[src/rtl/llsc_pkg.sv]
package llsc_pkg;
  typedef enum logic [1:0] {
    OP_LOAD = 2'b00,
    OP_LL   = 2'b01,
    OP_SC   = 2'b10,
    OP_NONE = 2'b11
  } llsc_op_e;
endpackage

[src/rtl/llsc_ea_gen.sv]
module llsc_ea_gen #(
  parameter int XLEN     = 32,
  parameter int IMM_HI_W = 4,
  parameter int IMM_LO_W = 5
) (
  input  logic [XLEN-1:0]     base_i,
  input  logic [IMM_HI_W-1:0] imm_hi_i,
  input  logic [IMM_LO_W-1:0] imm_lo_i,
  output logic [XLEN-1:0]     ea_o,
  output logic                misaligned_o
);
  localparam int IMM_W = IMM_HI_W + IMM_LO_W;

  logic [IMM_W-1:0] imm;
  logic [XLEN-1:0]  imm_sx;

  assign imm          = {imm_hi_i, imm_lo_i};
  assign imm_sx       = {{(XLEN-IMM_W){imm[IMM_W-1]}}, imm};
  assign ea_o         = base_i + imm_sx;
  assign misaligned_o = |ea_o[1:0];
endmodule

[src/rtl/llsc_resv.sv]
module llsc_resv #(
  parameter int TAG_W = 30
) (
  input  logic             clk_i,
  input  logic             rst_ni,
  input  logic             kill_i,
  input  logic             set_i,
  input  logic             clr_i,
  input  logic [TAG_W-1:0] tag_i,
  output logic             vld_o,
  output logic [TAG_W-1:0] tag_o
);
  // set wins: clears of this cycle are ordered before the request
  always_ff @(posedge clk_i or negedge rst_ni) begin
    if (!rst_ni) begin
      vld_o <= 1'b0;
      tag_o <= '0;
    end else begin
      if (set_i) begin
        vld_o <= 1'b1;
        tag_o <= tag_i;
      end else if (clr_i || kill_i) begin
        vld_o <= 1'b0;
      end
    end
  end
endmodule

[src/rtl/llsc_decide.sv]
module llsc_decide
  import llsc_pkg::*;
#(
  parameter int TAG_W = 30
) (
  input  logic             valid_i,
  input  llsc_op_e         op_i,
  input  logic             misaligned_i,
  input  logic             kill_i,
  input  logic             resv_vld_i,
  input  logic [TAG_W-1:0] resv_tag_i,
  input  logic [TAG_W-1:0] ea_tag_i,
  output logic             we_o,
  output logic             status_we_o,
  output logic             err_o,
  output logic             set_o,
  output logic             clr_o
);
  logic active, sc_ok, resv_live;

  always_comb begin
    active      = valid_i && (op_i != OP_NONE);
    err_o       = active && misaligned_i;
    sc_ok       = valid_i && (op_i == OP_SC) && !misaligned_i;
    resv_live   = resv_vld_i && !kill_i;
    we_o        = sc_ok && resv_live && (resv_tag_i == ea_tag_i);
    status_we_o = sc_ok;
    set_o       = valid_i && (op_i == OP_LL) && !misaligned_i;
    clr_o       = sc_ok || err_o;
  end
endmodule

[src/rtl/llsc_monitor.sv]
module llsc_monitor
  import llsc_pkg::*;
#(
  parameter int XLEN     = 32,
  parameter int IMM_HI_W = 4,
  parameter int IMM_LO_W = 5
) (
  input  logic                clk_i,
  input  logic                rst_ni,
  input  logic                req_valid_i,
  input  logic [1:0]          req_op_i,
  input  logic [XLEN-1:0]     base_i,
  input  logic [IMM_HI_W-1:0] imm_hi_i,
  input  logic [IMM_LO_W-1:0] imm_lo_i,
  input  logic [XLEN-1:0]     wdata_i,
  input  logic                inval_i,
  input  logic                excp_i,
  output logic                mem_we_o,
  output logic [XLEN-1:0]     mem_addr_o,
  output logic [XLEN-1:0]     mem_wdata_o,
  output logic                status_we_o,
  output logic                status_o,
  output logic                addr_err_o
);
  localparam int TAG_W = XLEN - 2;

  logic [XLEN-1:0]  ea;
  logic             misaligned;
  logic             kill;
  logic             resv_vld;
  logic [TAG_W-1:0] resv_tag;
  logic             we_d, swe_d, err_d, set_d, clr_d;
  llsc_op_e         op;

  assign op   = llsc_op_e'(req_op_i);
  assign kill = inval_i || excp_i;

  llsc_ea_gen #(.XLEN(XLEN), .IMM_HI_W(IMM_HI_W), .IMM_LO_W(IMM_LO_W)) u_ea (
    .base_i       (base_i),
    .imm_hi_i     (imm_hi_i),
    .imm_lo_i     (imm_lo_i),
    .ea_o         (ea),
    .misaligned_o (misaligned)
  );

  llsc_decide #(.TAG_W(TAG_W)) u_dec (
    .valid_i      (req_valid_i),
    .op_i         (op),
    .misaligned_i (misaligned),
    .kill_i       (kill),
    .resv_vld_i   (resv_vld),
    .resv_tag_i   (resv_tag),
    .ea_tag_i     (ea[XLEN-1:2]),
    .we_o         (we_d),
    .status_we_o  (swe_d),
    .err_o        (err_d),
    .set_o        (set_d),
    .clr_o        (clr_d)
  );

  llsc_resv #(.TAG_W(TAG_W)) u_resv (
    .clk_i  (clk_i),
    .rst_ni (rst_ni),
    .kill_i (kill),
    .set_i  (set_d),
    .clr_i  (clr_d),
    .tag_i  (ea[XLEN-1:2]),
    .vld_o  (resv_vld),
    .tag_o  (resv_tag)
  );

  always_ff @(posedge clk_i or negedge rst_ni) begin
    if (!rst_ni) begin
      mem_we_o    <= 1'b0;
      status_we_o <= 1'b0;
      status_o    <= 1'b0;
      addr_err_o  <= 1'b0;
      mem_addr_o  <= '0;
      mem_wdata_o <= '0;
    end else begin
      mem_we_o    <= we_d;
      status_we_o <= swe_d;
      status_o    <= we_d;
      addr_err_o  <= err_d;
      if (we_d) begin
        mem_addr_o  <= {ea[XLEN-1:2], 2'b00};
        mem_wdata_o <= wdata_i;
      end
    end
  end
endmodule

[config.mk]
export PLATFORM = sky130hd
export DESIGN_NAME = llsc_monitor
export DESIGN_NICKNAME = d
export VERILOG_FILES = /design/src/rtl/llsc_pkg.sv /design/src/rtl/llsc_ea_gen.sv /design/src/rtl/llsc_resv.sv /design/src/rtl/llsc_decide.sv /design/src/rtl/llsc_monitor.sv
export SDC_FILE = /design/constraint.sdc
export NUM_CORES = 1
export LEC_CHECK = 0
export BUFFER_PORTS_ARGS = -buffer_cell sky130_fd_sc_hd__buf_4
export CORE_ASPECT_RATIO = 0.75
export CORE_MARGIN = 8
export CORE_UTILIZATION = 59
export DETAILED_ROUTE_END_ITERATION = 12
export MAX_ROUTING_LAYER = met4
export PLACE_DENSITY = 0.95
export REMOVE_ABC_BUFFERS = 1
export SLEW_MARGIN = 20
export SYNTH_ARGS = -nofsm -noshare
export SYNTH_HDL_FRONTEND = slang
export SYNTH_SLANG_ARGS = --single-unit
[constraint.sdc]
create_clock -name clk_i -period 4.3 [get_ports clk_i]
set_input_delay 0.86 -clock clk_i [delete_from_list [all_inputs] [get_ports clk_i]]
set_output_delay 0.86 -clock clk_i [all_outputs]
set_load 0.02 [all_outputs]
==> flow_summary.yaml <==
placed_design:
  dp_cells: 987
  dpl_cell_area_sq_mm: 0.00806
  place_hpwl_um: 14500
  numPortBuffers: 145
  gp_congestion: 0.937
  dpl_worst_slack_ns: -0.103
floorplanning:
  initial_core_util: 0.599
  die_h_um: 107
  rows: 33
  design.die.area_sq_mm: 0.0146
  io_pins: 148
  core_sq_mm: 0.0108
  die_width_um: 137
sta:
  min_period_over_period: 0.942
  period_minus_slack_ns: 4.05
  fmax_ghz: 0.247
  layout_setup_ws_ns: 0.247
  skew_ns: 0.00874
  slew_viol_final: 0
  slew_headroom: 0.383
  fin_setup_tns_ns: 0
  whs_ns: 0.489
  finalHoldViolCount: 0
  setup_viol: 0
  worst_slew_pin_slew_ns: 0.925
  grt_setup_unrepaired: "false"
routing:
  wl_per_cell_um: 18.5
  ant_nets: 0
  drc: 0
  drt-total-wl_um: 18600
  vias_per_cell: 5.90
  top_layer: "met4"
  dr_wl_met2_um: 8410
  drtIter0Drc: 477
  met3_length_um: 1860
  first_pass_iters: 5
  met1_length_um: 7910
  vias: 5922
power_and_ir_drop:
  total_power_mw: 3.03
  combinationalPowerShare: 0.362
  p_int_mw: 1.94
  p_switching_mw: 1.09
  irDropWorstVdd_uv: 221
  powerDensity_mw_per_mm2: 362
  swShare: 0.361
  clockPowerShare: 0.267
  seqPwrFrac: 0.371
  leakagePower_nw: 4.12
worst_setup_path:
  worstPathArrival_ns: 4.29
  crit_required_ns: 4.54
  timing.rr.end: "mem_wdata_o[25]"
  r2r-start: "u_resv.vld_o"
  cp-startpoint: "base_i[0]"
  end_kind: "register"
  timing.reg2reg.setup_slack_ns: 1.03
  reg2reg_depth: 11
  path_max_fanout: 21
  endpoint: "mem_wdata_o[25]"
  critical_path_class: "in2reg"
  worstSetupStartpointType: "input pin"
final_layout:
  diodes: 0
  layout.nets: 970
  area_delta_synth_final_pct: 29.1
  design_area_sq_mm: 0.00837
  drive_above_1_share: 0.291
  instances_no_fill: 1003
  final_core_utilization: 0.773
clock_network:
  cts_hold_buffers: 0
  ctsHtreeMaxLevel: 3
  cts_root_buf: "clkbuf_16"
  cts_tree: "done"
  path_clk_slew_ns: 0.07
  numCtsBuffers: 9
  post_cts_resized: 0
  cts_setup_buffers: 0
  clockBufferDepth: 2
  cts.sinks: 96
  clock_latency_ns: 0.36
yosys:
  syn_inst: 669
  synthFlopType: "dfrtp_1"
  synth.most_common_cell: "dfrtp_1"
  ys_top_cells_by_count: "96 x dfrtp_1, 68 x nand2_1, 44 x o21ai_0, 43 x a21oi_1, 40 x xnor2_1"
  synth_edf_count: 0
  ys_types: 70
  synth_top_area_frac: 0.371
  synth_area_leaders: "dfrtp_1 37%, ha_1 6.0%, mux2_1 5.9%"
  syn_area_per_cell_sq_um: 9.69
  syn_area_sq_mm: 0.00648
  yosys.area.top_type: "dfrtp_1"
  synth_seq_cells: 96
  yosysWarnings: 0
  synthArstFlopShare: 1.00
  yosysSeqAreaShare: 0.371
grt:
  grt_pass1_vias: 6136
  grt_overflow: 0
  grt_start_max_net_pins: 74
  grt_pass1_wl_um: 30000
  grt_usage: 0.264
  antenna_found_initial: 0
job:
  cap_violations: 0
worst_hold_path:
  hold_class: "reg2reg"
status:
  status: "finished clean"
## worst max-delay path, cell delays in order
cell and delay, ns:
buf_4 0.08, ha_1 0.15, inv_1 0.06, fa_1 0.40
nand2b_1 0.22, a21oi_2 0.24, o211ai_1 0.16, a31oi_1 0.29
nor2_2 0.09, buf_4 0.15, o31ai_2 0.28, xnor2_1 0.16
nor4b_1 0.28, and4_4 0.34, buf_12 0.18, mux2_1 0.35
## final cells by class
cell class              instances  area, sq um
repair buffers                211         1610
fillers                       739         2450
inverters                      34          128
clock buffers                   9          225
clock inverters                 7         72.6
well taps                     140          175
multi-input cells             506         3750
flip-flops and latches         96         2400
## power groups by stage
| stage | clock network (mW) | registers, mW | logic, mW |
|---|---|---|---|
| floorplan | 0 | 1.11 | 0.706 |
| global placement | 0 | 1.12 | 1.03 |
| detailed placement | 0 | 1.13 | 1.06 |
| CTS | 0.824 | 1.12 | 1.07 |
| global route | 0.851 | 1.13 | 1.19 |
| finish | 0.810 | 1.12 | 1.10 |
## cell families (layout without fill, tap and decap cells)
kind of cell    after synthesis  count (layout)  synth area share
simple gates                185             185             0.147
compound gates              147             147             0.148
flops                        96              96             0.371
xor+xnor                     71              71             0.104
mux                          69              69             0.114
buf+inv                      68             261            0.0517
fa+ha+maj                    32              32            0.0629
other cells                   1               2          0.000579
## sequential cells by signal (all words and copies together) (netlist names)
name,flops
mem_addr_o,30
u_resv.tag_o,30
u_resv.vld_o,1
mem_wdata_o,32
status_we_o,1
addr_err_o,1
status_o,1
## cells in the final DEF, fill, tap and decap left out, types with 4 or more instances in the layout
master     netlist  layout
nor4_1           7       7
xor2_1          27      27
nor3_1          13      13
a21o_1           8       8
dfrtp_1         96      96
mux2i_1         29      29
o21ai_0         44      44
o21a_1           4       4
nand2_1         68      68
clkbuf_16        0       9
o31ai_1          4       4
xnor3_1          4       4
ha_1            31      31
nand3_1          9       9
nand2b_1         4       4
mux2_2           6       6
buf_4           11     209
nand4_1         15      15
nor2_1          31      31
xnor2_1         40      40
mux2_1          34      34
a31oi_1          4       4
inv_1           34      34
nor2b_1          7       7
a211oi_1         5       5
a21oi_1         43      42
## routing by layer
| layer | GRT usage | vias up |
|---|---|---|
| met1 | 0.332 | 2836 |
| met5 | - | - |
| met4 | 0.0797 | 0 |
| met3 | 0.0710 | 34 |
| met2 | 0.410 | 292 |
| li1 | - | 2760 |
## how the worst min path moves through the flow
stage / end / start / slack (ns) / depth (start not counted)
after detailed placement: mem_wdata_o[23] / mem_wdata_o[23] / 0.48 / 1
after global placement: mem_wdata_o[14] / mem_wdata_o[14] / 0.47 / 1
after floorplan: u_resv.tag_o[13] / u_resv.tag_o[13] / 0.47 / 2
final: mem_addr_o[30] / mem_addr_o[30] / 0.49 / 1
after global routing: mem_wdata_o[4] / mem_wdata_o[4] / 0.51 / 1
after CTS: mem_addr_o[30] / mem_addr_o[30] / 0.49 / 1
No activity file was read; power rests on OpenSTA's default activity.
